[config.mk]
export PLATFORM = sky130hd
export DESIGN_NAME = rtcUpdateSeq
export DESIGN_NICKNAME = d
export VERILOG_FILES = /design/src/rtl/rtcSeqPkg.sv /design/src/rtl/rtcSeqCtrl.sv /design/src/rtl/rtcTimeDatapath.sv /design/src/rtl/rtcUpdateSeq.sv
export SDC_FILE = /design/constraint.sdc
export NUM_CORES = 1
export LEC_CHECK = 0
export BUFFER_PORTS_ARGS = -buffer_cell sky130_fd_sc_hd__buf_2
export CORE_UTILIZATION = 39
export CTS_CLUSTER_DIAMETER = 120
export DETAILED_ROUTE_END_ITERATION = 8
export HOLD_SLACK_MARGIN = 0.15
export PLACE_DENSITY_LB_ADDON = 0.2
export SYNTH_ARGS = -nofsm -noshare
export SYNTH_HDL_FRONTEND = slang
export SYNTH_SLANG_ARGS = --single-unit
[constraint.sdc]
create_clock -name clk -period 6.9 [get_ports clk]
set_clock_uncertainty 0.15 [all_clocks]
set_input_delay 2.07 -clock clk [delete_from_list [all_inputs] [get_ports clk]]
set_output_delay 2.07 -clock clk [all_outputs]
set_load 0.01 [all_outputs]
[src/rtl/rtcSeqPkg.sv]
package rtcSeqPkg;

  typedef enum logic [1:0] {ST_IDLE, ST_LEAD, ST_UPD} seqState_e;

  // Strobes from control to datapath
  typedef struct packed {
    logic commit;  // apply the one-second advance
    logic finish;  // update window closed, set done flag
  } updStrobe_t;

  typedef enum logic [2:0] {
    SEL_SEC = 3'd0, SEL_MIN = 3'd1, SEL_HOUR = 3'd2, SEL_DOW = 3'd3,
    SEL_DOM = 3'd4, SEL_MON = 3'd5, SEL_YEAR = 3'd6
  } fieldSel_e;

  function automatic logic [6:0] bcd2bin(input logic [7:0] b);
    return 7'({3'b0, b[7:4]} * 7'd10 + {3'b0, b[3:0]});
  endfunction

  function automatic logic [7:0] bin2bcd(input logic [6:0] v);
    return {4'(v / 7'd10), 4'(v % 7'd10)};
  endfunction

  function automatic logic [6:0] toBin(input logic [7:0] x, input logic isBin);
    return isBin ? x[6:0] : bcd2bin(x);
  endfunction

  function automatic logic [7:0] fromBin(input logic [6:0] v, input logic isBin);
    return isBin ? {1'b0, v} : bin2bcd(v);
  endfunction

  function automatic logic [6:0] monthDays(input logic [6:0] mon, input logic [6:0] yr);
    case (mon)
      7'd2:                      return (yr[1:0] == 2'd0) ? 7'd29 : 7'd28;
      7'd4, 7'd6, 7'd9, 7'd11:   return 7'd30;
      default:                   return 7'd31;
    endcase
  endfunction

endpackage

[src/rtl/rtcSeqCtrl.sv]
module rtcSeqCtrl
  import rtcSeqPkg::*;
#(
  parameter int LEAD_CYC = 8,
  parameter int UPD_CYC  = 64
) (
  input  logic       clk,
  input  logic       rstN,
  input  logic       tick1Hz,
  input  logic       setMode,
  output updStrobe_t strobe,
  output logic       uip
);

  localparam int CNT_TOP = ((LEAD_CYC > UPD_CYC) ? LEAD_CYC : UPD_CYC) - 1;
  localparam int CW      = (CNT_TOP < 2) ? 1 : $clog2(CNT_TOP + 1);

  seqState_e stateQ;
  logic [CW-1:0] cntQ;
  logic cntZero;

  assign cntZero = (cntQ == '0);

  always_comb begin
    strobe.commit = (stateQ == ST_LEAD) && cntZero && !setMode;
    strobe.finish = (stateQ == ST_UPD)  && cntZero && !setMode;
  end

  always_ff @(posedge clk) begin
    if (!rstN) begin
      stateQ <= ST_IDLE;
      cntQ   <= '0;
    end else begin
      case (stateQ)
        ST_IDLE: if (tick1Hz && !setMode) begin
          stateQ <= ST_LEAD;
          cntQ   <= CW'(LEAD_CYC - 1);
        end
        ST_LEAD: if (setMode) stateQ <= ST_IDLE;
          else if (cntZero) begin
            stateQ <= ST_UPD;
            cntQ   <= CW'(UPD_CYC - 1);
          end else cntQ <= cntQ - 1'b1;
        ST_UPD: if (setMode || cntZero) stateQ <= ST_IDLE;
          else cntQ <= cntQ - 1'b1;
        default: stateQ <= ST_IDLE;
      endcase
    end
  end

  assign uip = (stateQ != ST_IDLE);

endmodule

[src/rtl/rtcTimeDatapath.sv]
module rtcTimeDatapath
  import rtcSeqPkg::*;
(
  input  logic       clk,
  input  logic       rstN,
  input  updStrobe_t strobe,
  input  logic       setMode,
  input  logic       binMode,
  input  logic       mode24,
  input  logic       flagClr,
  input  logic       loadEn,
  input  logic [2:0] loadSel,
  input  logic [7:0] loadData,
  output logic [7:0] secQ,
  output logic [7:0] minQ,
  output logic [7:0] hourQ,
  output logic [7:0] dowQ,
  output logic [7:0] domQ,
  output logic [7:0] monQ,
  output logic [7:0] yearQ,
  output logic       doneQ
);

  logic [6:0] sB, mB, hB, wB, dB, moB, yB, lastDay;
  logic [6:0] nS, nM, nH, nW, nD, nMo, nY;
  logic pm, nPm, cMin, cHr, cDay, cMon, cYr;
  logic [7:0] secD, minD, hourD, dowD, domD, monD, yearD, hEnc;

  always_comb begin
    sB  = toBin(secQ, binMode);
    mB  = toBin(minQ, binMode);
    hB  = mode24 ? toBin(hourQ, binMode) : toBin({1'b0, hourQ[6:0]}, binMode);
    pm  = hourQ[7];
    wB  = toBin(dowQ, binMode);
    dB  = toBin(domQ, binMode);
    moB = toBin(monQ, binMode);
    yB  = toBin(yearQ, binMode);
    lastDay = monthDays(moB, yB);

    cMin = (sB >= 7'd59);
    nS   = cMin ? 7'd0 : sB + 7'd1;
    cHr  = cMin && (mB >= 7'd59);
    nM   = (mB >= 7'd59) ? 7'd0 : mB + 7'd1;

    nH = hB; nPm = pm; cDay = 1'b0;
    if (mode24) begin
      cDay = cHr && (hB >= 7'd23);
      nH   = (hB >= 7'd23) ? 7'd0 : hB + 7'd1;
    end else if (hB == 7'd11) begin
      nH = 7'd12; nPm = ~pm; cDay = cHr && pm;
    end else if (hB >= 7'd12) begin
      nH = 7'd1;
    end else begin
      nH = hB + 7'd1;
    end

    nW   = (wB >= 7'd7) ? 7'd1 : wB + 7'd1;
    cMon = cDay && (dB >= lastDay);
    nD   = (dB >= lastDay) ? 7'd1 : dB + 7'd1;
    cYr  = cMon && (moB >= 7'd12);
    nMo  = (moB >= 7'd12) ? 7'd1 : moB + 7'd1;
    nY   = (yB >= 7'd99) ? 7'd0 : yB + 7'd1;

    hEnc  = fromBin(nH, binMode);
    secD  = fromBin(nS, binMode);
    minD  = cMin ? fromBin(nM, binMode) : minQ;
    hourD = !cHr ? hourQ : (mode24 ? hEnc : {nPm, hEnc[6:0]});
    dowD  = cDay ? fromBin(nW, binMode) : dowQ;
    domD  = cDay ? fromBin(nD, binMode) : domQ;
    monD  = cMon ? fromBin(nMo, binMode) : monQ;
    yearD = cYr  ? fromBin(nY, binMode) : yearQ;
  end

  always_ff @(posedge clk) begin
    if (!rstN) begin
      secQ <= 8'd0; minQ <= 8'd0; hourQ <= 8'd0;
      dowQ <= 8'd1; domQ <= 8'd1; monQ <= 8'd1; yearQ <= 8'd0;
    end else if (strobe.commit) begin
      secQ <= secD; minQ <= minD; hourQ <= hourD;
      dowQ <= dowD; domQ <= domD; monQ <= monD; yearQ <= yearD;
    end else if (loadEn && setMode) begin
      case (loadSel)
        SEL_SEC:  secQ  <= loadData;
        SEL_MIN:  minQ  <= loadData;
        SEL_HOUR: hourQ <= loadData;
        SEL_DOW:  dowQ  <= loadData;
        SEL_DOM:  domQ  <= loadData;
        SEL_MON:  monQ  <= loadData;
        SEL_YEAR: yearQ <= loadData;
        default: ;
      endcase
    end
  end

  // Done flag: a set on the same edge as a clear takes priority
  always_ff @(posedge clk) begin
    if (!rstN)              doneQ <= 1'b0;
    else if (strobe.finish) doneQ <= 1'b1;
    else if (flagClr)       doneQ <= 1'b0;
  end

endmodule

[src/rtl/rtcUpdateSeq.sv]
module rtcUpdateSeq
  import rtcSeqPkg::*;
#(
  parameter int LEAD_CYC = 8,
  parameter int UPD_CYC  = 64
) (
  input  logic       clk,
  input  logic       rstN,
  input  logic       tick1Hz,
  input  logic       setMode,
  input  logic       binMode,
  input  logic       mode24,
  input  logic       ueIntEn,
  input  logic       flagClr,
  input  logic       loadEn,
  input  logic [2:0] loadSel,
  input  logic [7:0] loadData,
  output logic [7:0] timeSec,
  output logic [7:0] timeMin,
  output logic [7:0] timeHour,
  output logic [7:0] timeDow,
  output logic [7:0] timeDom,
  output logic [7:0] timeMon,
  output logic [7:0] timeYear,
  output logic       uip,
  output logic       updEnded,
  output logic       irqReq
);

  updStrobe_t strobe;

  rtcSeqCtrl #(.LEAD_CYC(LEAD_CYC), .UPD_CYC(UPD_CYC)) uCtrl (
    .clk(clk), .rstN(rstN), .tick1Hz(tick1Hz), .setMode(setMode),
    .strobe(strobe), .uip(uip)
  );

  rtcTimeDatapath uData (
    .clk(clk), .rstN(rstN), .strobe(strobe), .setMode(setMode),
    .binMode(binMode), .mode24(mode24), .flagClr(flagClr),
    .loadEn(loadEn), .loadSel(loadSel), .loadData(loadData),
    .secQ(timeSec), .minQ(timeMin), .hourQ(timeHour), .dowQ(timeDow),
    .domQ(timeDom), .monQ(timeMon), .yearQ(timeYear), .doneQ(updEnded)
  );

  assign irqReq = updEnded && ueIntEn;

endmodule

==> summary.txt <==
Status
  • Status: complete, no violations

Routing
  • Via count: 7,438
  • Initial DRC count: between 400 and 500
  • DRC: 0
  • Total wire length: 21.5 mm
  • Drt first pass iters: 5
  • WL/cell: 16.5 um
  • Post-route ant nets: 0
  • Vias per cell: 5.71

Floorplan
  • Die Area: 20,000 um^2
  • Ports: 79
  • Starting Density: 40.1%
  • Die H: roughly 140 um
  • Core Box Area: ~19,000 um^2
  • Chip Width: ~140 um
  • Row count: 50

Synth
  • Combinational family with the most area after synthesis: compound AO/OA/AOI/OAI gates
  • Post-synthesis cell area: 7580 um^2
  • Asr flop ratio synth: 0%
  • Post-synthesis mux area share: between 6 and 7%
  • Xor/xnor share of the synthesized area: 5.09%
  • Synth Area in Compound Gates: between 20 and 30%
  • Main synth FF type: dfxtp_1
  • Number of synthesized flops with an enable pin: 0
  • Net count after synthesis: between 1,000 and 1,500
  • Synth top area cells: dfxtp_1 17%, ha_1 12%, nand2_1 5.7%
  • Sequential-to-total area share from yosys stat: between 10% and 20%
  • Synth unique cells: 98
  • Mean post-synth cell area: between 7 and 8 um^2
  • Cell taking the most area after synthesis: dfxtp_1
  • Synth top area share: between 15 and 20%
  • Syn Inst Count: 978
  • FF+latch count, synth: 65
  • Post-synthesis simple-gate area fraction: between 20% and 30%
  • Area share of fa/ha/maj cells after synthesis: ~16%
  • Ys Warns: 0

Layout
  • Share of post-route cells with drive strength above 1: 14.1%
  • NumNets Final: about 1,100
  • Fin cells: roughly 1,300
  • Design area: roughly 8400 um^2
  • Layout area overhead: 11.5%

CTS
  • Worst skew pair latency: between 0.3 and 0.4 ns
  • CTS resizes: 0
  • H-Tree Depth: 3
  • Total CTS buffers: 9
  • Post-CTS setup buffers: 0
  • CTS sink cnt: between 60 and 70
  • Root buffer cell: clkbuf_16
  • Post-CTS Hold Buffers: 0
  • Longest Clk Path Bufs: 2
  • CTS tree: built
  • Reg clk slew, reported paths: ~0.060 ns

Placement
  • Cell Area, Placed: slightly above 8000 um^2
  • Pre-CTS WS: 0.481 ns
  • Placer congestion estimate: a little under 0.9
  • Dpl hpwl: around 16 mm
  • Inst Count DP: approximately 1,300
  • Port Buffers: 78

Critical path
  • Startpoint types: primary input
  • Worst setup EP type: flop
  • Critical path type: primary input to flop
  • Data arrival, critical path: roughly 6.2 ns
  • CP max FO: 18
  • CP required: 7.01 ns

Pwr
  • Comb power frac: a little over a third
  • P_sw: between 0.0004 and 0.0005 W
  • Sw Share: a little over a third
  • Total chip power: approximately 0.0013 W
  • Leak: about 3.7 nW
  • Power Density: between 150 and 200 nW/um^2
  • Total internal power: approximately 0.00081 W
  • Max VDD drop: 0.102 mV
  • Sequential share of power: about 33%
  • Clock share of power: between 30% and 40%

STA
  • Worst Slack Setup Final: around 0.8 ns
  • Setup_tns: 0 ns
  • Post-layout min period: about 6.1 ns
  • RSZ-0062 raised after global routing: false
  • Max_slew headroom: 35.1%
  • Worst Max-Slew Pin Slew: 0.965 ns
  • Final Hold Viols: 0
  • Final Setup Violations: 0
  • Fmax: 164 MHz
  • Crit share post-route: 88.3%
  • Fin. max-slew vios: 0

Job
  • MaxCap Viol Count: 0

Global route
  • Vias in the first global route: between 6,000 and 7,000
  • Initial antenna violation count: 2
  • GRT overflow: 0
  • First-pass GRT wire length: ~35 mm
  • All-Layer GR Usage: between 20% and 30%
  • Largest net degree at the start of global routing: 37

Hold path
  • Hold Path Class: flop to flop
-- cell usage after synthesis, types with 4 or more instances --
library cell    n
clkbuf_1       20
ha_1           71
nand4_1         4
a221oi_1        6
nor3b_1         7
dfxtp_1        65
nand3_1        35
o211ai_1       12
buf_1           5
o31ai_1        11
xnor2_1        23
fa_1           14
o22ai_1         4
a21oi_1        86
nor2b_1         9
o21ai_0        57
and3_1          8
nor3_1         23
a31oi_1        19
o2111ai_1       7
a21o_1         10
a311oi_1        6
and2_1         14
o21a_1          4
mux2i_1        28
o311a_1         4
o221a_2         4
a211oi_1       10
a32oi_1         4
buf_6           4
nand2_1       115
nand2b_1       14
or3_1          11
buf_2           9
inv_1          30
o21ai_1        11
mux2_2         10
xor2_1         21
nor4_1          5
nor2_1         82
a211o_1         4
o31a_1          4
or4_1           5
-- per-layer routing --
| metal | routed length (um) | share of wire (%) | vias up | GRT usage, % |
|---|---|---|---|---|
| met5 | 0 | 0 | - | 0 |
| met4 | 448 | 2.1 | 0 | 5.43 |
| met3 | 835 | 3.9 | 30 | 2.09 |
| met2 | 10000 | 47 | 189 | 36.4 |
| met1 | 10200 | 47 | 3454 | 30.0 |
| li1 | - | - | 3765 | - |
-- worst paths after layout --
| kind | slack [ns] | cells after the start | endpoint | start |
|---|---|---|---|---|
| hold / removal | 0.35 | 2 | uData.doneQ | uData.doneQ |
| setup reg to reg | 1.36 | 18 | uData.yearQ[3] | uData.yearQ[5] |
| setup / recovery | 0.81 | 17 | uData.yearQ[3] | binMode |
| hold reg to reg | 0.35 | 2 | uData.doneQ | uData.doneQ |
-- registers in the layout (all words and copies together), names as in the netlist --
register      count
uData.doneQ       1
uData.domQ        8
uCtrl.cntQ        6
uCtrl.stateQ      2
uData.secQ        8
uData.monQ        8
uData.yearQ       8
uData.hourQ       8
uData.minQ        8
uData.dowQ        8
-- critical path, stage by stage --
cell	delay [ns]
buf_4	0.18
mux2_2	0.38
ha_1	0.27
and3_1	0.24
a32oi_1	0.48
a21boi_0	0.24
o211ai_1	0.11
and2_1	0.24
nor2_1	0.22
o21ai_0	0.17
a21oi_1	0.25
xnor2_1	0.09
ha_1	0.27
o311a_1	0.37
o21bai_1	0.15
a221o_1	0.32
a31oi_1	0.15
-- cell type report --
cell class / instances / area (um^2)
Tap cell: 260 / 325
Sequential cell: 65 / 1300
Timing Repair Buffer: 91 / 490
Clock buffer: 12 / 246
Antenna cell: 2 / 5.00
Inverter: 31 / 116
Fill cell: 2011 / 10400
Multi-Input combinational cell: 841 / 5960
Clock inverter: 1 / 5.00
-- layout by cell type, fill, tap and decap left out, types with 6 or more instances in the layout --
| cell | count |
|---|---|
| nor2_1 | 81 |
| nor3_1 | 23 |
| o21ai_1 | 11 |
| buf_2 | 77 |
| nand2_1 | 115 |
| o31ai_1 | 11 |
| a21oi_1 | 86 |
| and2_1 | 14 |
| o21ai_0 | 57 |
| a21o_1 | 10 |
| mux2_2 | 10 |
| xor2_1 | 21 |
| nand2b_1 | 14 |
| nand3_1 | 35 |
| inv_1 | 30 |
| a221oi_1 | 6 |
| ha_1 | 71 |
| a211oi_1 | 10 |
| fa_1 | 14 |
| a311oi_1 | 6 |
| xnor2_1 | 23 |
| or3_1 | 11 |
| nor2b_1 | 9 |
| mux2i_1 | 28 |
| nor3b_1 | 7 |
| a31oi_1 | 19 |
| o2111ai_1 | 7 |
| buf_4 | 14 |
| and3_1 | 8 |
| o211ai_1 | 12 |
| dfxtp_1 | 65 |
| clkbuf_16 | 9 |
-- power groups by stage --
stage,logic [W],registers (W),clock network [W]
floorplan,0.000337,0.000430,0
global placement,0.000443,0.000437,0
detailed placement,0.000444,0.000437,0
CTS,0.000446,0.000429,0.000413
global route,0.000498,0.000433,0.000432
finish,0.000446,0.000429,0.000408
-- cell families (layout without fill, tap and decap cells) --
| group | after synthesis | count (layout) |
|---|---|---|
| simple gates | 359 | 359 |
| compound gates | 310 | 310 |
| fa+ha+maj | 86 | 86 |
| other cells | 0 | 2 |
| mux | 42 | 42 |
| xor+xnor | 44 | 44 |
| flops | 65 | 65 |
| buf+inv | 72 | 135 |
-- stage by stage --
stage	utilization, %	hold slack (ns)
after floorplan	-	0.320
after global placement	43.4	0.335
after detailed placement	43.4	0.345
after CTS	44.7	0.359
after global routing	44.7	0.381
final	44.7	0.353
Note: power is estimated with default switching activity, not from simulation.
